### config.mk
export PLATFORM = sky130hd
export DESIGN_NAME = trx_pd_ctrl
export DESIGN_NICKNAME = d
export VERILOG_FILES = /design/src/rtl/trx_pd_pkg.sv /design/src/rtl/trx_sync_bank.sv /design/src/rtl/trx_act_timer.sv /design/src/rtl/trx_pd_arbiter.sv /design/src/rtl/trx_pd_ctrl.sv
export SDC_FILE = /design/constraint.sdc
export NUM_CORES = 1
export LEC_CHECK = 0
export BUFFER_PORTS_ARGS = -buffer_cell sky130_fd_sc_hd__buf_2
export CAP_MARGIN = 30
export CORE_UTILIZATION = 55
export CTS_CLUSTER_DIAMETER = 30
export DETAILED_ROUTE_END_ITERATION = 7
export PLACE_DENSITY_LB_ADDON = 0.15
export SYNTH_ARGS = -nofsm -noshare
export SYNTH_HDL_FRONTEND = slang
export SYNTH_SLANG_ARGS = --single-unit
### constraint.sdc
create_clock -name clk_i -period 4.68 [get_ports clk_i]
set_input_delay 0.468 -clock clk_i [delete_from_list [all_inputs] [get_ports clk_i]]
set_output_delay 0.468 -clock clk_i [all_outputs]
set_load 0.005 [all_outputs]
### src/rtl/trx_pd_pkg.sv
package trx_pd_pkg;
  typedef enum logic {
    PD_EDGE_TIMER   = 1'b0,
    PD_LEVEL_ABSENT = 1'b1
  } pd_variant_e;
endpackage

### src/rtl/trx_sync_bank.sv
module trx_sync_bank #(
  parameter int unsigned W = 1
) (
  input  logic         clk_i,
  input  logic         rst_ni,
  input  logic [W-1:0] d_i,
  output logic [W-1:0] q_o
);
  logic [W-1:0] meta_q, sync_q;

  always_ff @(posedge clk_i or negedge rst_ni) begin
    if (!rst_ni) begin
      meta_q <= '0;
      sync_q <= '0;
    end else begin
      meta_q <= d_i;
      sync_q <= meta_q;
    end
  end

  assign q_o = sync_q;
endmodule

### src/rtl/trx_act_timer.sv
module trx_act_timer #(
  parameter int unsigned DATA_W      = 2,
  parameter int unsigned TIMEOUT_CYC = 20
) (
  input  logic              clk_i,
  input  logic              rst_ni,
  input  logic [DATA_W-1:0] data_i,
  output logic              act_o,
  output logic              expired_o
);
  localparam int unsigned CNT_W = $clog2(TIMEOUT_CYC + 1);
  localparam logic [CNT_W-1:0] LOAD = CNT_W'(TIMEOUT_CYC);

  logic [DATA_W-1:0] prev_q;
  logic [CNT_W-1:0]  cnt_q;

  assign act_o     = (data_i != prev_q);
  assign expired_o = (cnt_q == '0);

  always_ff @(posedge clk_i or negedge rst_ni) begin
    if (!rst_ni) begin
      prev_q <= '0;
      cnt_q  <= LOAD;
    end else begin
      prev_q <= data_i;
      if (act_o)            cnt_q <= LOAD;
      else if (!expired_o)  cnt_q <= cnt_q - 1'b1;
    end
  end


  wake_chk: assert property (@(posedge clk_i) disable iff (!rst_ni)
    act_o |=> !expired_o);


  hold_off_chk: assert property (@(posedge clk_i) disable iff (!rst_ni)
    (expired_o && !act_o) |=> expired_o);
endmodule

### src/rtl/trx_pd_arbiter.sv
module trx_pd_arbiter
  import trx_pd_pkg::*;
#(
  parameter pd_variant_e VARIANT = PD_EDGE_TIMER
) (
  input  logic force_off_ni,
  input  logic force_on_i,
  input  logic rx_en_ni,
  input  logic any_valid_i,
  input  logic expired_i,
  output logic tx_oe_o,
  output logic rx_oe_o
);
  logic auto_on;
  logic unused_sink;

  if (VARIANT == PD_EDGE_TIMER) begin : g_edge
    assign auto_on     = !expired_i;
    assign rx_oe_o     = force_off_ni;
    assign unused_sink = ^{rx_en_ni, any_valid_i};
  end else begin : g_level
    assign auto_on     = any_valid_i;
    assign rx_oe_o     = !rx_en_ni;
    assign unused_sink = expired_i;
  end

  // manual off > force on > automatic rule
  assign tx_oe_o = force_off_ni && (force_on_i || auto_on);
endmodule

### src/rtl/trx_pd_ctrl.sv
module trx_pd_ctrl
  import trx_pd_pkg::*;
#(
  parameter int unsigned N_TX        = 2,
  parameter int unsigned N_RX        = 2,
  parameter int unsigned CLK_HZ      = 50_000_000,
  parameter int unsigned TIMEOUT_S   = 30,
  parameter int unsigned TIMEOUT_CYC = CLK_HZ * TIMEOUT_S,
  parameter pd_variant_e VARIANT     = PD_EDGE_TIMER
) (
  input  logic            clk_i,
  input  logic            rst_ni,
  input  logic            force_off_ni,
  input  logic            force_on_i,
  input  logic            rx_en_ni,
  input  logic [N_TX-1:0] tx_data_i,
  input  logic [N_RX-1:0] rx_data_i,
  input  logic [N_RX-1:0] rx_valid_i,
  output logic            tx_oe_o,
  output logic            pump_en_o,
  output logic            rx_oe_o,
  output logic            rx_aux_oe_o,
  output logic            invalid_no
);
  localparam int unsigned DW = N_TX + N_RX;
  localparam int unsigned SW = DW + 3 + N_RX;

  logic [SW-1:0]   raw_v, sync_v;
  logic [DW-1:0]   data_s;
  logic [N_RX-1:0] valid_s;
  logic            force_off_s, force_on_s, rx_en_s;
  logic            any_valid, expired;

  assign raw_v = {rx_valid_i, rx_en_ni, force_on_i, force_off_ni, rx_data_i, tx_data_i};

  trx_sync_bank #(.W(SW)) u_sync (
    .clk_i (clk_i),
    .rst_ni(rst_ni),
    .d_i   (raw_v),
    .q_o   (sync_v)
  );

  assign data_s      = sync_v[DW-1:0];
  assign force_off_s = sync_v[DW];
  assign force_on_s  = sync_v[DW+1];
  assign rx_en_s     = sync_v[DW+2];
  assign valid_s     = sync_v[SW-1 -: N_RX];
  assign any_valid   = |valid_s;

  if (VARIANT == PD_EDGE_TIMER) begin : g_timer
    logic act_unused;
    trx_act_timer #(.DATA_W(DW), .TIMEOUT_CYC(TIMEOUT_CYC)) u_timer (
      .clk_i    (clk_i),
      .rst_ni   (rst_ni),
      .data_i   (data_s),
      .act_o    (act_unused),
      .expired_o(expired)
    );
  end else begin : g_no_timer
    logic data_unused;
    assign data_unused = ^data_s;
    assign expired     = 1'b0;
  end

  trx_pd_arbiter #(.VARIANT(VARIANT)) u_arb (
    .force_off_ni(force_off_s),
    .force_on_i  (force_on_s),
    .rx_en_ni    (rx_en_s),
    .any_valid_i (any_valid),
    .expired_i   (expired),
    .tx_oe_o     (tx_oe_o),
    .rx_oe_o     (rx_oe_o)
  );

  assign pump_en_o   = tx_oe_o;
  assign rx_aux_oe_o = 1'b1;
  assign invalid_no  = any_valid;


  manual_off_chk: assert property (@(posedge clk_i) disable iff (!rst_ni)
    !force_off_s |-> (!tx_oe_o && !pump_en_o));


  force_on_chk: assert property (@(posedge clk_i) disable iff (!rst_ni)
    (force_off_s && force_on_s) |-> tx_oe_o);


  invalid_rise_chk: assert property (@(posedge clk_i) disable iff (!rst_ni)
    $rose(invalid_no) |-> $past(|rx_valid_i, 2));


  invalid_fall_chk: assert property (@(posedge clk_i) disable iff (!rst_ni)
    $fell(invalid_no) |-> !$past(|rx_valid_i, 2));
endmodule

Word-level counts from Yosys, hierarchy flattened

Index checks and enable logic that the tools add are counted.
W data, S select, Z words.

Bits in registers: 53
Bits of input ports: 11
Output and inout port bits: 5
Logic and storage cells: 14

Add/subtract/negate cells: 1
Equality and inequality tests: 2
Mux-type cells: 2
Reductions and logical operators: 5

Operator list:

| kind                    | count |
|---|---|
| $mux W31                | 2 |
| $logic_not A31 Y1       | 1 |
| $sub A31 B1 Y31 const B | 1 |
| $ne A4 B4 Y1            | 1 |
| $ne A2 B2 Y1 const B    | 1 |
| $reduce_or A2 Y1        | 1 |
| $logic_and A1 B1 Y1     | 1 |
| $logic_not A1 Y1        | 1 |
| $logic_or A1 B1 Y1      | 1 |

Longest topological paths before layout

Depth after elaboration: 4
Mapped depth: 9
Depth with buffers taken out: 7

By module

A second synthesis with hierarchy kept.

Cells, all modules: 216
Area total of the unflattened synthesis: 2358.5 um2

By module, submodules not included:

| module         | times used | cells an instance | area an instance (um2) | sequential area each (um2) |
|---|---|---|---|---|
| trx_act_timer  | 1          | 191               | 1864.3                 | 890.9 |
| trx_sync_bank  | 1          | 18                | 450.4                  | 450.4 |
| trx_pd_ctrl    | 1          | 4                 | 25.0                   | 0.0 |
| trx_pd_arbiter | 1          | 3                 | 18.8                   | 0.0 |

Worst setup path before layout

Ideal clock, no wire load.

Path kind: register to output
Start point: reg g_timer.u_timer.cnt_q[11]
End point: out tx_oe_o
Arrival: 2385 ps
Required time: 4212 ps
Setup slack: 1827 ps
Cell stages (with the launch flop): 8
Buffers on the path: 3
Cells stage by stage: dfstp_2 > or4_4 > buf_6 > or4_4 > buf_6 > or3_4 > o21a_1 > buf_4

Cells in the longest elaborated chain, start to end: 4

RTL lines:

| item                     | line                 | text |
|---|---|---|
| start: declaration       | trx_act_timer.sv:15  | `logic [CNT_W-1:0] cnt_q;` |
| start signal: assignment | trx_act_timer.sv:27  | `else if (!expired_o) cnt_q <= cnt_q - 1'b1;` |
| $logic_not A31 Y1        | trx_act_timer.sv:18  | `assign expired_o = (cnt_q == '0);` |
| $logic_not A1 Y1         | -                    |  |
| $logic_or A1 B1 Y1       | trx_pd_arbiter.sv:28 | `assign tx_oe_o = force_off_ni && (force_on_i \|\| auto_on);` |
| $logic_and A1 B1 Y1      | trx_pd_arbiter.sv:28 |  |
| end: declaration         | trx_pd_ctrl.sv:19    | `output logic tx_oe_o,` |

Every way passes these cells.

Worst setup path in the final report

Start point: reg g_timer.u_timer.cnt_q[12]
End point: out tx_oe_o

Same word-level chain as after synthesis.

==> out/results.ini <==
[cts]
clk_path_buf_depth=2
cts_made_buffers=5
h-tree-depth=2
post-cts-setup-buffers=0
clkTransAtPathRegs_ns=0.09
clock_latency_ns=0.30
cts_tree=done
cts_root_buffer=clkbuf_8
cts_sinks=51
post_cts_resized=0
cts_hold_buf=0

[sta]
setup_viol=0
rsz0062_at_grt=false
maxSlewViolCount=0
fin_ws_ns=1.507
hold_slack_ns=0.1028
post-route-period-util_pct=67.81
tightest_slew_ns=1.003
slew_headroom_pct=32.61
fin_crit_ns=3.173
fin_skew_ns=0.008319
hold_violations=0
max_freq_mhz=315.1
tns_ns=0

[yosys]
synth_adder_area_share_pct=0.5441
synthMuxAreaShare_pct=0.4353
synth_edf_count=0
synth-seq-cells=51
synth_area_um2=2300
yosysWarningCount=0
synth-seq-area-share_pct=56.15
synth-xor-area-share_pct=5.713
yosys.area_share.simple_pct=22.31
synth_top_cell_area_share_pct=42.44
synth.net_count=222
async_flop_share_pct=100.0
synthDistinctLibCells=42
synth-compound-area-share_pct=11.21
synth_top_family_by_area=simple AND/OR/NAND/NOR gates
synthTopCellsByArea=dfrtp_1 (42%), dfstp_2 (14%), xor2_1 (4.2%)
syn_inst=210
synth_flop_cell=dfrtp_1
synth_top_area_cell=dfrtp_1
synth.avg_cell_area_um2=10.95

[worst_hold_path]
hold_class=in -> async

[layout]
regArea_um2=1291
final_nets=233
drive_above_1_share_pct=20.27
multi_input_area_um2=928.4
n_antenna_cell=0
fillers=325
syn_to_final_growth_pct=9.031
final_cell_area_um2=2507

[floorplanning]
start_util_pct=57.49
die_h_um=66.66
die_area_um2=4444
die_w_um=66.66
num_rows=23
ioPinCount=16
core_area_um2=4000

[worst_setup_path]
critPathCaptureType=output pin
cp_data_required_time_ns=4.21
critPathArrivalTime_ns=2.71
crit_fanout=13
path_class=reg -> out
start_kind=register

[pwr]
power_uw=856.6
power_density_nw_per_um2=341.6
power.leakage_uw=0.0009954
peakVddDrop_mv=0.2420

[global_route]
grt_use_total_pct=23.27
antenna_found_initial=0
grt_pass1_vias=1664
grt_max_degree=34
grt_pass1_wl_um=7617
grt_overflow=0

[run_status]
run_status=complete, no violations

[route]
via_per_inst=6.184
drc=0
postRouteWirelength_um=4428
ant_nets=0
vias=1682
wl_per_cell_um=16.28
drtIter0Drc=100
firstDrtPassIters=4

[placement]
port_buffers=13
placed_area_um2=2391
pre_cts_slack_ns=1.814
gp_congestion=0.8435
hpwl_um=3123

[run]
cap_violations=0

==> worst paths after layout <==
path,from,end,slack [ns],cells past startpoint
max in group asynchronous,rst_ni,g_timer.u_timer.cnt_q[8],3.99,2
worst max-delay path,g_timer.u_timer.cnt_q[12],tx_oe_o,1.51,5
worst min-delay path,rst_ni,g_timer.u_timer.cnt_q[26],0.10,1
worst max register to register,g_timer.u_timer.cnt_q[12],g_timer.u_timer.cnt_q[15],1.80,6
worst min register to register,u_sync.meta_q[4],u_sync.q_o[4],0.35,0
min in group clk_i,tx_data_i[0],u_sync.meta_q[0],0.26,1
==> worst max-delay path, stage by stage (launching register included) <==
cell and delay [ns]:
dfrtp_1 0.43, or4_1 0.64, or4_4 0.62, or3_4 0.40, o21a_1 0.19, buf_2 0.12
==> per-stage QoR <==
stage          utilization, %  instances
6_report                62.68        272
5_1_grt                 62.68        272
4_1_cts                 62.68        272
2_1_floorplan               -        210
3_3_place_gp            59.15        262
3_5_place_dp            59.77        264
==> cells by family after synthesis <==
kind of cell / Yosys count
AND/OR/NAND/NOR: 89
flip-flops: 51
AO/OA/AOI/OAI: 37
XOR/XNOR: 15
buffers and inverters: 15
adder cells (fa/ha/maj): 1
other: 1
multiplexers: 1
==> placed cells by master (no fill, tap or decap), types with 7 or more instances in the layout <==
master   instances
xor2_1          11
dfstp_2         12
nor4_1           7
a21oi_1          8
dfrtp_1         39
nor2_1          18
or3_1           13
nand2_1         12
buf_2           14
nand3_1          7
o31ai_1          8
==> area by class of cell <==
class                      count  share of cell area [%]
inverter                       3                  0.4491
tap                           50                   2.495
timing repair buffer          16                   3.892
clock buffer                   5                   2.745
multi-input combinational    144                   37.03
sequential                    51                   51.50
clock inverter                 3                   1.896
==> cell usage after synthesis, types with 2 or more instances <==
master,n
dfrtp_1,39
nor2_1,18
or3_1,13
dfstp_2,12
nand2_1,12
xor2_1,11
a21oi_1,8
o31ai_1,8
clkbuf_1,7
nand3_1,7
nor4_1,7
nor3_1,6
o211ai_1,6
o21ai_0,6
or4_1,6
xnor2_1,4
inv_1,3
nand4_1,3
o41ai_1,3
buf_4,2
buf_6,2
nand2b_1,2
nand3b_1,2
nand4b_1,2
o21a_1,2
or2_2,2
or4_4,2
==> layer usage <==
layer	global-route usage [%]	share of wire (%)	wire, µm
met4	8.245	1.5	68
met2	38.26	50	2220
met1	30.03	44	1934
met3	5.308	4.6	204
met5	0	0	0
==> sequential cells by signal, indices dropped and copies added (netlist names) <==
signal	cells
g_timer.u_timer.cnt_q	31
g_timer.u_timer.prev_q	4
u_sync.meta_q	8
u_sync.q_o	8
==> where the power goes <==
group | internal, µW | switching [µW] | leakage [µW]
sequential | 454 | 8.31 | 0.000623
combinational | 27.5 | 56.9 | 0.000313
clock | 162 | 148 | 0.0000587
(Power assumes the default switching activity.)
